$ cat src/rtl/adc_host_pkg.sv
package adc_host_pkg;

  typedef enum logic [1:0] {
    ACQ_SINGLE = 2'd0,
    ACQ_POLL   = 2'd1,
    ACQ_STREAM = 2'd2,
    ACQ_NONE   = 2'd3
  } acq_mode_t;

  typedef enum logic [3:0] {
    ST_IDLE,
    ST_RESET,
    ST_MODE_WR,
    ST_STREAM_ON,
    ST_POWERUP,
    ST_WAIT_RDY,
    ST_READ_CMD,
    ST_READ_DATA,
    ST_STREAM_OFF
  } seq_state_t;

  localparam logic [7:0] OP_WRITE_MODE = 8'h08;
  localparam logic [7:0] OP_READ_DATA  = 8'h58;
  localparam logic [7:0] OP_STREAM_ON  = 8'h5C;
  localparam logic [2:0] MD_CONT       = 3'b000;
  localparam logic [2:0] MD_SINGLE     = 3'b001;
  localparam int         SHIFT_W       = 32;
  localparam int         NBITS_W       = 6;

endpackage

$ cat src/rtl/adc_sclk_div.sv
module adc_sclk_div #(
  parameter int CLK_DIV = 2
) (
  input  logic clk,
  input  logic rst_n,
  input  logic en_i,
  output logic tick_o
);
  localparam int            CW   = (CLK_DIV > 1) ? $clog2(CLK_DIV) : 1;
  localparam logic [CW-1:0] LAST = CW'(CLK_DIV - 1);

  logic [CW-1:0] cnt;

  always_ff @(posedge clk or negedge rst_n) begin
    if (!rst_n)                   cnt <= '0;
    else if (!en_i || cnt == LAST) cnt <= '0;
    else                          cnt <= cnt + 1'b1;
  end

  assign tick_o = en_i && (cnt == LAST);

endmodule

$ cat src/rtl/adc_bit_shifter.sv
module adc_bit_shifter
  import adc_host_pkg::*;
#(
  parameter int CLK_DIV = 2,
  parameter int RX_W    = 24
) (
  input  logic               clk,
  input  logic               rst_n,
  input  logic               go_i,
  input  logic [NBITS_W-1:0] nbits_i,
  input  logic [SHIFT_W-1:0] word_i,
  input  logic               sdo_i,
  output logic               active_o,
  output logic               done_o,
  output logic               sclk_o,
  output logic               sdi_o,
  output logic [RX_W-1:0]    rx_o
);
  logic               tick;
  logic [SHIFT_W-1:0] tx;
  logic [NBITS_W-1:0] left;

  adc_sclk_div #(.CLK_DIV(CLK_DIV)) u_div (
    .clk    (clk),
    .rst_n  (rst_n),
    .en_i   (active_o),
    .tick_o (tick)
  );

  always_ff @(posedge clk or negedge rst_n) begin
    if (!rst_n) begin
      active_o <= 1'b0;
      done_o   <= 1'b0;
      sclk_o   <= 1'b1;
      sdi_o    <= 1'b0;
      tx       <= '0;
      rx_o     <= '0;
      left     <= '0;
    end else begin
      done_o <= 1'b0;
      if (!active_o) sdi_o <= 1'b0;
      if (go_i && !active_o) begin
        active_o <= 1'b1;
        tx       <= word_i;
        left     <= nbits_i;
      end else if (active_o && tick) begin
        if (sclk_o) begin
          sclk_o <= 1'b0;
          sdi_o  <= tx[SHIFT_W-1];
        end else begin
          sclk_o <= 1'b1;
          rx_o   <= {rx_o[RX_W-2:0], sdo_i};
          tx     <= {tx[SHIFT_W-2:0], 1'b0};
          left   <= left - 1'b1;
          if (left == NBITS_W'(1)) begin
            active_o <= 1'b0;
            done_o   <= 1'b1;
          end
        end
      end
    end
  end

  AST_GO_WHEN_IDLE: assert property (@(posedge clk) disable iff (!rst_n)
    go_i |-> !active_o);
  AST_SCLK_REST_HIGH: assert property (@(posedge clk) disable iff (!rst_n)
    !active_o |-> sclk_o);

endmodule

$ cat src/rtl/adc_result_buf.sv
module adc_result_buf #(
  parameter int W = 24
) (
  input  logic         clk,
  input  logic         rst_n,
  input  logic         load_i,
  input  logic [W-1:0] data_i,
  input  logic         ready_i,
  output logic         valid_o,
  output logic [W-1:0] data_o
);
  always_ff @(posedge clk or negedge rst_n) begin
    if (!rst_n) begin
      valid_o <= 1'b0;
      data_o  <= '0;
    end else if (load_i) begin
      valid_o <= 1'b1;
      data_o  <= data_i;
    end else if (valid_o && ready_i) begin
      valid_o <= 1'b0;
    end
  end

  AST_HOLD_STABLE: assert property (@(posedge clk) disable iff (!rst_n)
    (valid_o && !ready_i) |=> (valid_o && $stable(data_o)));
  AST_LOAD_WHEN_EMPTY: assert property (@(posedge clk) disable iff (!rst_n)
    load_i |-> !valid_o);

endmodule

$ cat src/rtl/adc_seq_ctrl.sv
module adc_seq_ctrl
  import adc_host_pkg::*;
#(
  parameter int          RESULT_W  = 24,
  parameter int          PWRUP_CYC = 50000,
  parameter logic [12:0] MODE_LOW  = 13'h000A
) (
  input  logic               clk,
  input  logic               rst_n,
  input  logic [1:0]         mode_i,
  input  logic               start_i,
  input  logic               stop_i,
  input  logic               rst_seq_i,
  input  logic               rdy_i,
  input  logic               slot_full_i,
  input  logic               sh_active_i,
  input  logic               sh_done_i,
  output logic               sh_go_o,
  output logic [NBITS_W-1:0] sh_nbits_o,
  output logic [SHIFT_W-1:0] sh_word_o,
  output logic               load_o,
  output logic               cs_n_o,
  output logic               busy_o,
  output logic               overrun_o
);
  localparam int            PW       = $clog2(PWRUP_CYC + 1);
  localparam logic [PW-1:0] PWR_LAST = PW'(PWRUP_CYC - 1);

  seq_state_t    st;
  acq_mode_t     acq;
  logic          launched;
  logic          stop_pend;
  logic          ovr_seen;
  logic          ovr_cond;
  logic          shifting;
  logic [PW-1:0] pwr_cnt;
  logic [2:0]    md_field;

  assign md_field = (acq == ACQ_SINGLE) ? MD_SINGLE : MD_CONT;
  assign shifting = (st == ST_RESET) || (st == ST_MODE_WR) || (st == ST_STREAM_ON) ||
                    (st == ST_READ_CMD) || (st == ST_READ_DATA) || (st == ST_STREAM_OFF);
  assign sh_go_o  = shifting && !launched;
  assign load_o   = (st == ST_READ_DATA) && sh_done_i;
  assign busy_o   = (st != ST_IDLE);
  assign cs_n_o   = (st == ST_IDLE);
  assign ovr_cond = (st == ST_WAIT_RDY) && (acq != ACQ_SINGLE) && !rdy_i && slot_full_i;

  always_comb begin
    sh_word_o  = '0;
    sh_nbits_o = NBITS_W'(8);
    case (st)
      ST_RESET: begin
        sh_word_o  = '1;
        sh_nbits_o = NBITS_W'(32);
      end
      ST_MODE_WR: begin
        sh_word_o  = {OP_WRITE_MODE, md_field, MODE_LOW, 8'h00};
        sh_nbits_o = NBITS_W'(24);
      end
      ST_STREAM_ON:  sh_word_o = {OP_STREAM_ON, 24'h0};
      ST_READ_CMD,
      ST_STREAM_OFF: sh_word_o = {OP_READ_DATA, 24'h0};
      ST_READ_DATA:  sh_nbits_o = NBITS_W'(RESULT_W);
      default: ;
    endcase
  end

  always_ff @(posedge clk or negedge rst_n) begin
    if (!rst_n) begin
      st        <= ST_IDLE;
      acq       <= ACQ_NONE;
      launched  <= 1'b0;
      stop_pend <= 1'b0;
      ovr_seen  <= 1'b0;
      overrun_o <= 1'b0;
      pwr_cnt   <= '0;
    end else begin
      overrun_o <= ovr_cond && !ovr_seen;
      ovr_seen  <= ovr_cond;
      if (sh_go_o)   launched <= 1'b1;
      if (sh_done_i) launched <= 1'b0;
      if (stop_i && st != ST_IDLE && acq != ACQ_SINGLE) stop_pend <= 1'b1;
      case (st)
        ST_IDLE: begin
          stop_pend <= 1'b0;
          if (rst_seq_i) begin
            st <= ST_RESET;
          end else if (start_i && acq_mode_t'(mode_i) != ACQ_NONE) begin
            acq <= acq_mode_t'(mode_i);
            st  <= ST_MODE_WR;
          end
        end
        ST_RESET: if (sh_done_i) st <= ST_IDLE;
        ST_MODE_WR: begin
          if (sh_done_i) begin
            case (acq)
              ACQ_SINGLE: begin
                st      <= ST_POWERUP;
                pwr_cnt <= '0;
              end
              ACQ_STREAM: st <= ST_STREAM_ON;
              default:    st <= ST_WAIT_RDY;
            endcase
          end
        end
        ST_STREAM_ON: if (sh_done_i) st <= ST_WAIT_RDY;
        ST_POWERUP: begin
          if (pwr_cnt == PWR_LAST) st <= ST_WAIT_RDY;
          else                     pwr_cnt <= pwr_cnt + 1'b1;
        end
        ST_WAIT_RDY: begin
          if (acq == ACQ_STREAM && stop_pend) begin
            if (!rdy_i) st <= ST_STREAM_OFF;
          end else if (acq == ACQ_POLL && stop_pend) begin
            st <= ST_IDLE;
          end else if (!rdy_i && !slot_full_i) begin
            st <= (acq == ACQ_STREAM) ? ST_READ_DATA : ST_READ_CMD;
          end
        end
        ST_READ_CMD: if (sh_done_i) st <= ST_READ_DATA;
        ST_READ_DATA: begin
          if (sh_done_i) st <= (acq == ACQ_SINGLE) ? ST_IDLE : ST_WAIT_RDY;
        end
        ST_STREAM_OFF: if (sh_done_i) st <= ST_IDLE;
        default: st <= ST_IDLE;
      endcase
    end
  end

  AST_OVR_ONE_CYCLE: assert property (@(posedge clk) disable iff (!rst_n)
    overrun_o |=> !overrun_o);
  AST_POWERUP_QUIET: assert property (@(posedge clk) disable iff (!rst_n)
    (st == ST_POWERUP) |-> !sh_active_i);

endmodule

$ cat src/rtl/adc_host_seq.sv
module adc_host_seq
  import adc_host_pkg::*;
#(
  parameter int          RESULT_W  = 24,
  parameter int          CLK_DIV   = 2,
  parameter int          PWRUP_CYC = 50000,
  parameter logic [12:0] MODE_LOW  = 13'h000A
) (
  input  logic                clk,
  input  logic                rst_n,
  input  logic [1:0]          mode_i,
  input  logic                start_i,
  input  logic                stop_i,
  input  logic                rst_seq_i,
  output logic                busy_o,
  output logic                cs_n_o,
  output logic                sclk_o,
  output logic                din_o,
  input  logic                dout_rdy_i,
  output logic [RESULT_W-1:0] res_data_o,
  output logic                res_valid_o,
  input  logic                res_ready_i,
  output logic                overrun_o
);
  logic                sh_go, sh_active, sh_done, load;
  logic [NBITS_W-1:0]  sh_nbits;
  logic [SHIFT_W-1:0]  sh_word;
  logic [RESULT_W-1:0] rx;

  adc_seq_ctrl #(
    .RESULT_W (RESULT_W),
    .PWRUP_CYC(PWRUP_CYC),
    .MODE_LOW (MODE_LOW)
  ) u_ctrl (
    .clk        (clk),
    .rst_n      (rst_n),
    .mode_i     (mode_i),
    .start_i    (start_i),
    .stop_i     (stop_i),
    .rst_seq_i  (rst_seq_i),
    .rdy_i      (dout_rdy_i),
    .slot_full_i(res_valid_o),
    .sh_active_i(sh_active),
    .sh_done_i  (sh_done),
    .sh_go_o    (sh_go),
    .sh_nbits_o (sh_nbits),
    .sh_word_o  (sh_word),
    .load_o     (load),
    .cs_n_o     (cs_n_o),
    .busy_o     (busy_o),
    .overrun_o  (overrun_o)
  );

  adc_bit_shifter #(.CLK_DIV(CLK_DIV), .RX_W(RESULT_W)) u_shift (
    .clk     (clk),
    .rst_n   (rst_n),
    .go_i    (sh_go),
    .nbits_i (sh_nbits),
    .word_i  (sh_word),
    .sdo_i   (dout_rdy_i),
    .active_o(sh_active),
    .done_o  (sh_done),
    .sclk_o  (sclk_o),
    .sdi_o   (din_o),
    .rx_o    (rx)
  );

  adc_result_buf #(.W(RESULT_W)) u_buf (
    .clk    (clk),
    .rst_n  (rst_n),
    .load_i (load),
    .data_i (rx),
    .ready_i(res_ready_i),
    .valid_o(res_valid_o),
    .data_o (res_data_o)
  );

  AST_SCLK_WHILE_DESEL: assert property (@(posedge clk) disable iff (!rst_n)
    cs_n_o |-> sclk_o);
  AST_DIN_WHILE_DESEL: assert property (@(posedge clk) disable iff (!rst_n)
    cs_n_o |-> !din_o);

endmodule

$ cat config.mk
export PLATFORM = sky130hd
export DESIGN_NAME = adc_host_seq
export DESIGN_NICKNAME = d
export VERILOG_FILES = /design/src/rtl/adc_host_pkg.sv /design/src/rtl/adc_sclk_div.sv /design/src/rtl/adc_bit_shifter.sv /design/src/rtl/adc_result_buf.sv /design/src/rtl/adc_seq_ctrl.sv /design/src/rtl/adc_host_seq.sv
export SDC_FILE = /design/constraint.sdc
export NUM_CORES = 1
export LEC_CHECK = 0
export CAP_MARGIN = 20
export CELL_PAD_IN_SITES_DETAIL_PLACEMENT = 2
export CELL_PAD_IN_SITES_GLOBAL_PLACEMENT = 2
export CORE_AREA = 2 2 120 122
export CTS_CLUSTER_DIAMETER = 80
export DETAILED_ROUTE_END_ITERATION = 7
export DIE_AREA = 0 0 122 124
export HOLD_SLACK_MARGIN = 0.15
export PLACE_DENSITY = 0.84
export SYNTH_ARGS = -nofsm -noshare
export SYNTH_HDL_FRONTEND = slang
export SYNTH_HIERARCHICAL = 1
export SYNTH_SLANG_ARGS = --single-unit
$ cat constraint.sdc
create_clock -name clk -period 3.78 [get_ports clk]
set_input_delay 0.945 -clock clk [delete_from_list [all_inputs] [get_ports clk]]
set_output_delay 0.945 -clock clk [all_outputs]
set_load 0.005 [all_outputs]
; ---- After elaboration in Yosys (flattened, before gate mapping)
; Index checks and enable logic that the tools add are counted.
[classes]
add_sub_neg = 3
eq_ne = 25
muxes = 49
bitwise_logic = 3
reduce_logical = 47
[op_table]
columns = cell, count
row1 = one-hot mux 32 bit (4 select lines), 1
row2 = two-way mux 32 bit, 3
row3 = two-way mux 16 bit, 3
row4 = two-way mux 4 bit, 12
row5 = one-hot mux 16 bit (2 select lines), 1
row6 = one-hot mux 4 bit (8 select lines), 1
row7 = two-way mux 1 bit, 22
row8 = two-way mux 6 bit, 3
row9 = adder 16 x 1 -> 16 bit (second input constant), 1
row10 = == test 16 bit (second input constant), 1
row11 = == test 4 x 3 -> 1 bit (second input constant), 4
row12 = logical AND 1 bit, 16
row13 = inequality test 2 x 1 -> 1 bit (second input constant), 7
row14 = nonzero test 2 bit, 7
row15 = one-hot mux 6 bit (2 select lines), 1
row16 = AND reduction 3 bit, 3
row17 = AND reduction 9 bit, 1
row18 = == test 4 x 2 -> 1 bit (second input constant), 2
row19 = == test 6 x 1 -> 1 bit (second input constant), 1
row20 = logical OR 1 bit, 6
row21 = inequality test 2 bit (second input constant), 3
row22 = one-hot mux 3 bit (2 select lines), 1
row23 = OR reduction 2 bit, 3
row24 = subtractor 6 x 1 -> 6 bit (second input constant), 1
row25 = 16 further kinds, 23
[word_totals]
ff_bits = 118
in_bits = 9
output_inout_bits = 30
word_cells = 144

; ---- Depth between registers and ports, before layout
[logic_depth]
depth_word = 10
mapped_depth = 10
depth_no_buf = 7

; ---- Hierarchy
; The synthesis kept the hierarchy.
[by_module_without_submodules]
columns = mod, n_inst, cells_each, area_each_um2, seq_area_each_um2
row1 = adc_bit_shifter, 1, 241, 2922.8, 1652.8
row2 = adc_seq_ctrl, 1, 199, 1829.3, 653.1
row3 = adc_result_buf, 1, 54, 1029.7, 625.6
row4 = adc_sclk_div, 1, 3, 41.3, 25.0

; ---- Worst setup path before layout
; No wires, ideal clock.
[synth_path]
path_type = register -> register
startpoint = register u_ctrl.st[3]
endpoint = register u_shift.left[5]
arrival_time_ns = 1.979
t_required_ns = 3.654
slack_ns = 1.675
path_stages_with_launch = 11
path_buffers = 3
cell_sequence = dfrtp_1 -> buf_6 -> inv_2 -> or4_1 -> and2_1 -> nor2_1 -> nor2b_1 -> buf_2 -> buf_2 -> mux2i_1 -> mux2i_1
[synth_between]
elab_chain_len = 10
[synth_rtl]
columns = item, line_no
row1 = from (decl), adc_seq_ctrl.sv:29  ; seq_state_t st;
row2 = from (signal assigned), adc_seq_ctrl.sv:117  ; st <= (acq == ACQ_STREAM) ? ST_READ_DATA : ST_READ_CMD;
row3 = from (signal assigned), adc_seq_ctrl.sv:122  ; if (sh_done_i) st <= (acq == ACQ_SINGLE) ? ST_IDLE : ST_WAIT_RDY;
row4 = == test 4 x 1 -> 1 bit / == test 4 x 2 -> 1 bit (equally long branches), adc_seq_ctrl.sv:40  ; assign shifting = (st == ST_RESET) || (st == ST_MODE_WR) || (st == ST_STREAM_ON) ||
row5 = logical OR 1 bit (3 in a row), adc_seq_ctrl.sv:40
row6 = logical OR 1 bit, adc_seq_ctrl.sv:41  ; (st == ST_READ_CMD) || (st == ST_READ_DATA) || (st == ST_STREAM_OFF);
row7 = logical OR 1 bit *, adc_seq_ctrl.sv:41
row8 = logical AND 1 bit *, adc_seq_ctrl.sv:42  ; assign sh_go_o = shifting && !launched;
row9 = via sh_go, adc_host_seq.sv:25  ; logic sh_go, sh_active, sh_done, load;
row10 = logical AND 1 bit *, adc_bit_shifter.sv:42  ; if (go_i && !active_o) begin
row11 = inequality test 2 bit (no line) / nonzero test 2 bit (equally long branches), -
row12 = AND reduction 2 bit (no line), -
row13 = to (signal assigned), adc_bit_shifter.sv:45  ; left <= nbits_i;
row14 = to (signal assigned), adc_bit_shifter.sv:54  ; left <= left - 1'b1;
row15 = to (decl), adc_bit_shifter.sv:21  ; logic [NBITS_W-1:0] left;
; The timed path passes the listed nets; every way through them passes the cells marked *.
; A chain may end at the register's enable or synchronous reset.

; ---- Worst setup path in the final report
[layout_path]
startpoint = register u_ctrl.st[1]
endpoint = output port cs_n_o
[layout_between]
elab_chain_len = 1
[layout_rtl]
columns = item, line_no
row1 = logical NOT 4 bit, adc_seq_ctrl.sv:45  ; assign cs_n_o = (st == ST_IDLE);
row2 = to (decl), adc_host_seq.sv:16  ; output logic cs_n_o,
; No other way between the ends.

==> run_results.csv <==
group,metric,value,unit
status,outcome,"finished, final reports clean",
grt,grt_max_degree,57,
placed_design,gp_congestion,0.7909,
clocking,insertion_delay,420,ps
critical_path,worstPathRequired,2830,ps
yosys,synth.distinct_cells,64,
critical_path,critPathTopFamily,"simple AND/OR/NAND/NOR gates",
die,die_w,122,um
routing,drt_pass1_iterations,4,
layout,finalNetCount,521,
timing,maxSlewViolCount,0,
layout,multi_input_area,2411,sq um
critical_path,worstPathArrival,2220,ps
timing,fin_worst_skew,6.061,ps
yosys,ys_warn_count,6,
yosys,avgSynthCellArea,11.72,sq um
timing,report.final.setup_viol,0,
die,io_pins,39,
routing,via_per_inst,5.452,
timing,fin_crit_sh,83.82,%
critical_path,path_class,"flip-flop to output pin",
grt,grt_first_pass_wirelength,25380,um
clocking,postCtsSetupBuffers,0,
clocking,clock_sinks,118,
yosys,synthFlopType,"dfrtp_1",
critical_path,slowest_stage,"or4_4",
routing,route.antenna.remaining_nets,0,
critical_path,reg2reg_from,"u_ctrl/st[3]",
layout,fin_util,48.65,%
timing,finalHoldViolCount,0,
grt,grt_usage,22.68,%
grt,gr-total-overflow,0,
worst_hold_path,min_path_cells,1,
timing,tns,0,ps
critical_path,r2r_cells,8,
die,initial_core_util,42.44,%
yosys,yosysSeqAreaShare,50.77,%
layout,area.growth.synth_to_final,14.63,%
critical_path,crit_buf_inv,2,
layout,final_layout_size_suffix_gt1_share,21.46,%
die,fp.dieH,124,um
power_and_ir_drop,peakVddDrop,0.3977,mV
timing,layout_min_cycle_time,3168,ps
power_and_ir_drop,p_per_area,694.9,nW/um^2
grt,antenna_found_initial,0,
timing,rsz0062_at_grt,"false",
die,fp.dieArea,15130,sq um
critical_path,startpoint_type,"flip-flop",
yosys,synth_seq_cells,118,
run,maxCapViolations,0,
critical_path,timing.rr.end,"u_shift/tx[12]",
yosys,syn_area,5823,sq um
routing,dr.first_iter.drc_count,182,
grt,grt_pass1_vias,4354,
yosys,syn_inst,497,
clocking,htreeDepth,4,
timing,worst_pin_slew,847.4,ps
clocking,cts_max_path_buffers,2,
die,rows,43,
routing,drc,0,
clocking,cts_tree,"built",
worst_hold_path,min_from,"u_ctrl/ovr_seen",
routing,routedWlPerCell,22.22,um
clocking,cts_buffers,17,
power_and_ir_drop,total_power,0.004639,W
routing,vias,3827,
timing,fmax,315.6,MHz
critical_path,slowest_delay,640,ps
timing,max_slew_margin,43.45,%
critical_path,critPathCaptureType,"output pin",
clocking,cts_resized,0,
layout,final.fill_count,1323,
critical_path,worstPathCellList,"or4_4 -> clkinv_4 -> clkdlybuf4s50_1",
placed_design,dp_hpwl,8747,um
routing,routed_wl,15600,um
layout,regArea,2957,sq um
critical_path,r2r_slack,1030,ps
yosys,ys_async_sr_fraction,100.0,%
clocking,cts_root_buf,"clkbuf_16",
die,design.core.area,13720,sq um
worst_hold_path,min_delay_worst_endpoint,"u_ctrl/overrun_o",
yosys,synth_enable_flop_cells,0,
critical_path,path_max_fanout,15,
clocking,cts.clk_slew.worst_paths,60,ps
worst_hold_path,hp-class,"flip-flop to flip-flop",
power_and_ir_drop,leakagePower,3.158,nW
clocking,holdBufCountCts,0,
placed_design,portBuffers,38,
layout,antenna_cells,0,
[metrics by stage]
stage,std cells,hold WS [ps],area [sq um],setup WS (ps)
after detailed placement,670,417.4,6091,1106
final,702,463.5,6675,611.7
after global routing,702,495.7,6675,542.3
after global placement,670,385.6,6091,1149
after CTS,702,473.4,6675,608.5
after floorplan,499,377.7,5831,1675
[placed cells by master, fill, tap and decap left out, types with 4 or more instances in the layout]
cell type | synthesis | layout
mux2i_1 | 34 | 34
nand3b_1 | 4 | 4
nand2_1 | 51 | 51
a21oi_1 | 8 | 8
buf_4 | 29 | 5
and3_1 | 5 | 5
and4_1 | 4 | 4
o21ai_0 | 42 | 42
nor2_1 | 20 | 20
clkinvlp_4 | 0 | 4
clkdlybuf4s50_1 | 0 | 37
inv_1 | 10 | 10
nand3_1 | 12 | 12
mux2_4 | 19 | 19
clkinv_2 | 0 | 4
mux2_2 | 30 | 30
dfrtp_1 | 115 | 115
clkbuf_16 | 0 | 17
nand4_1 | 5 | 5
nor2b_1 | 5 | 4
xor2_1 | 12 | 12
[final cells by class]
| cell class | instances | area share (%) |
|---|---|---|
| Clock buffer | 20 | 6.842 |
| Clock inverter | 12 | 1.912 |
| Inverter | 12 | 0.7498 |
| Multi-Input combinational cell | 316 | 36.12 |
| Sequential cell | 118 | 44.29 |
| Tap cell | 180 | 3.374 |
| Timing Repair Buffer | 44 | 6.710 |
[worst reg2reg max path: stages (launching register included)]
cell and delay (ps):
dfrtp_1 590, inv_2 130, or4_1 570, and2_1 240, nor2_1 140, nor2b_4 400
buf_12 290, nand2_1 130, o21ai_0 160
[how the worst max path moves through the flow]
stage,from,endpoint,slack [ps],cells past startpoint
global placement,u_ctrl/st[1],cs_n_o,1150,3
floorplan,u_ctrl/st[3],u_shift/left[5],1680,10
detailed placement,u_ctrl/st[1],cs_n_o,1110,3
finish,u_ctrl/st[1],cs_n_o,610,3
global route,u_ctrl/st[1],cs_n_o,540,3
CTS,u_ctrl/st[1],cs_n_o,610,3
[cells in the mapped netlist, types with 4 or more instances]
cell,count,area [sq um]
nand2_1,51,191.4
nor2b_1,5,31.28
nand3_1,12,60.06
nand4_1,5,31.28
buf_6,10,112.6
mux2i_1,34,340.3
nand3b_1,4,30.03
buf_4,29,217.7
and3_1,5,31.28
dfrtp_1,115,2878
mux2_4,19,285.3
inv_1,10,37.54
and4_1,4,35.03
clkbuf_1,8,30.03
a21oi_1,8,40.04
mux2_2,30,337.8
xor2_1,12,105.1
buf_2,4,20.02
o21ai_0,42,210.2
nor2_1,20,75.07
[registers in the layout (all words and copies together) (netlist names)]
signal             flops
u_shift/tx            32
u_buf/data_o          24
u_shift/rx_o          24
u_ctrl/pwr_cnt        16
u_shift/left           6
u_ctrl/st              4
u_ctrl/acq             2
u_buf/valid_o          1
u_ctrl/launched        1
u_ctrl/overrun_o       1
u_ctrl/ovr_seen        1
u_ctrl/stop_pend       1
u_shift/active_o       1
u_shift/done_o         1
u_shift/sclk_o         1
u_shift/sdi_o          1
u_shift/u_div/cnt      1
[cell families after synthesis]
kind of cell / after synthesis / synth area share [%]
simple gates: 142 / 13.88
flops: 118 / 50.77
mux: 86 / 17.12
compound gates: 67 / 7.177
buf+inv: 65 / 8.079
xor+xnor: 15 / 2.256
fa+ha+maj: 3 / 0.6447
other cells: 1 / 0.06440
[where the power goes]
part,switching (W),leakage [nW],internal (W)
logic,0.000667,1.30,0.000547
clock network,0.000602,0.278,0.00100
registers,0.000297,1.58,0.00152
[routing by layer]
metal	vias up	GRT usage, %	share of wire [%]
met2	67	39.66	53
met4	0	8.046	1.8
met1	2007	27.49	43
met3	22	5.220	2.8
met5	-	0	0
li1	1731	-	-
No activity file was read; power rests on OpenSTA's default activity.
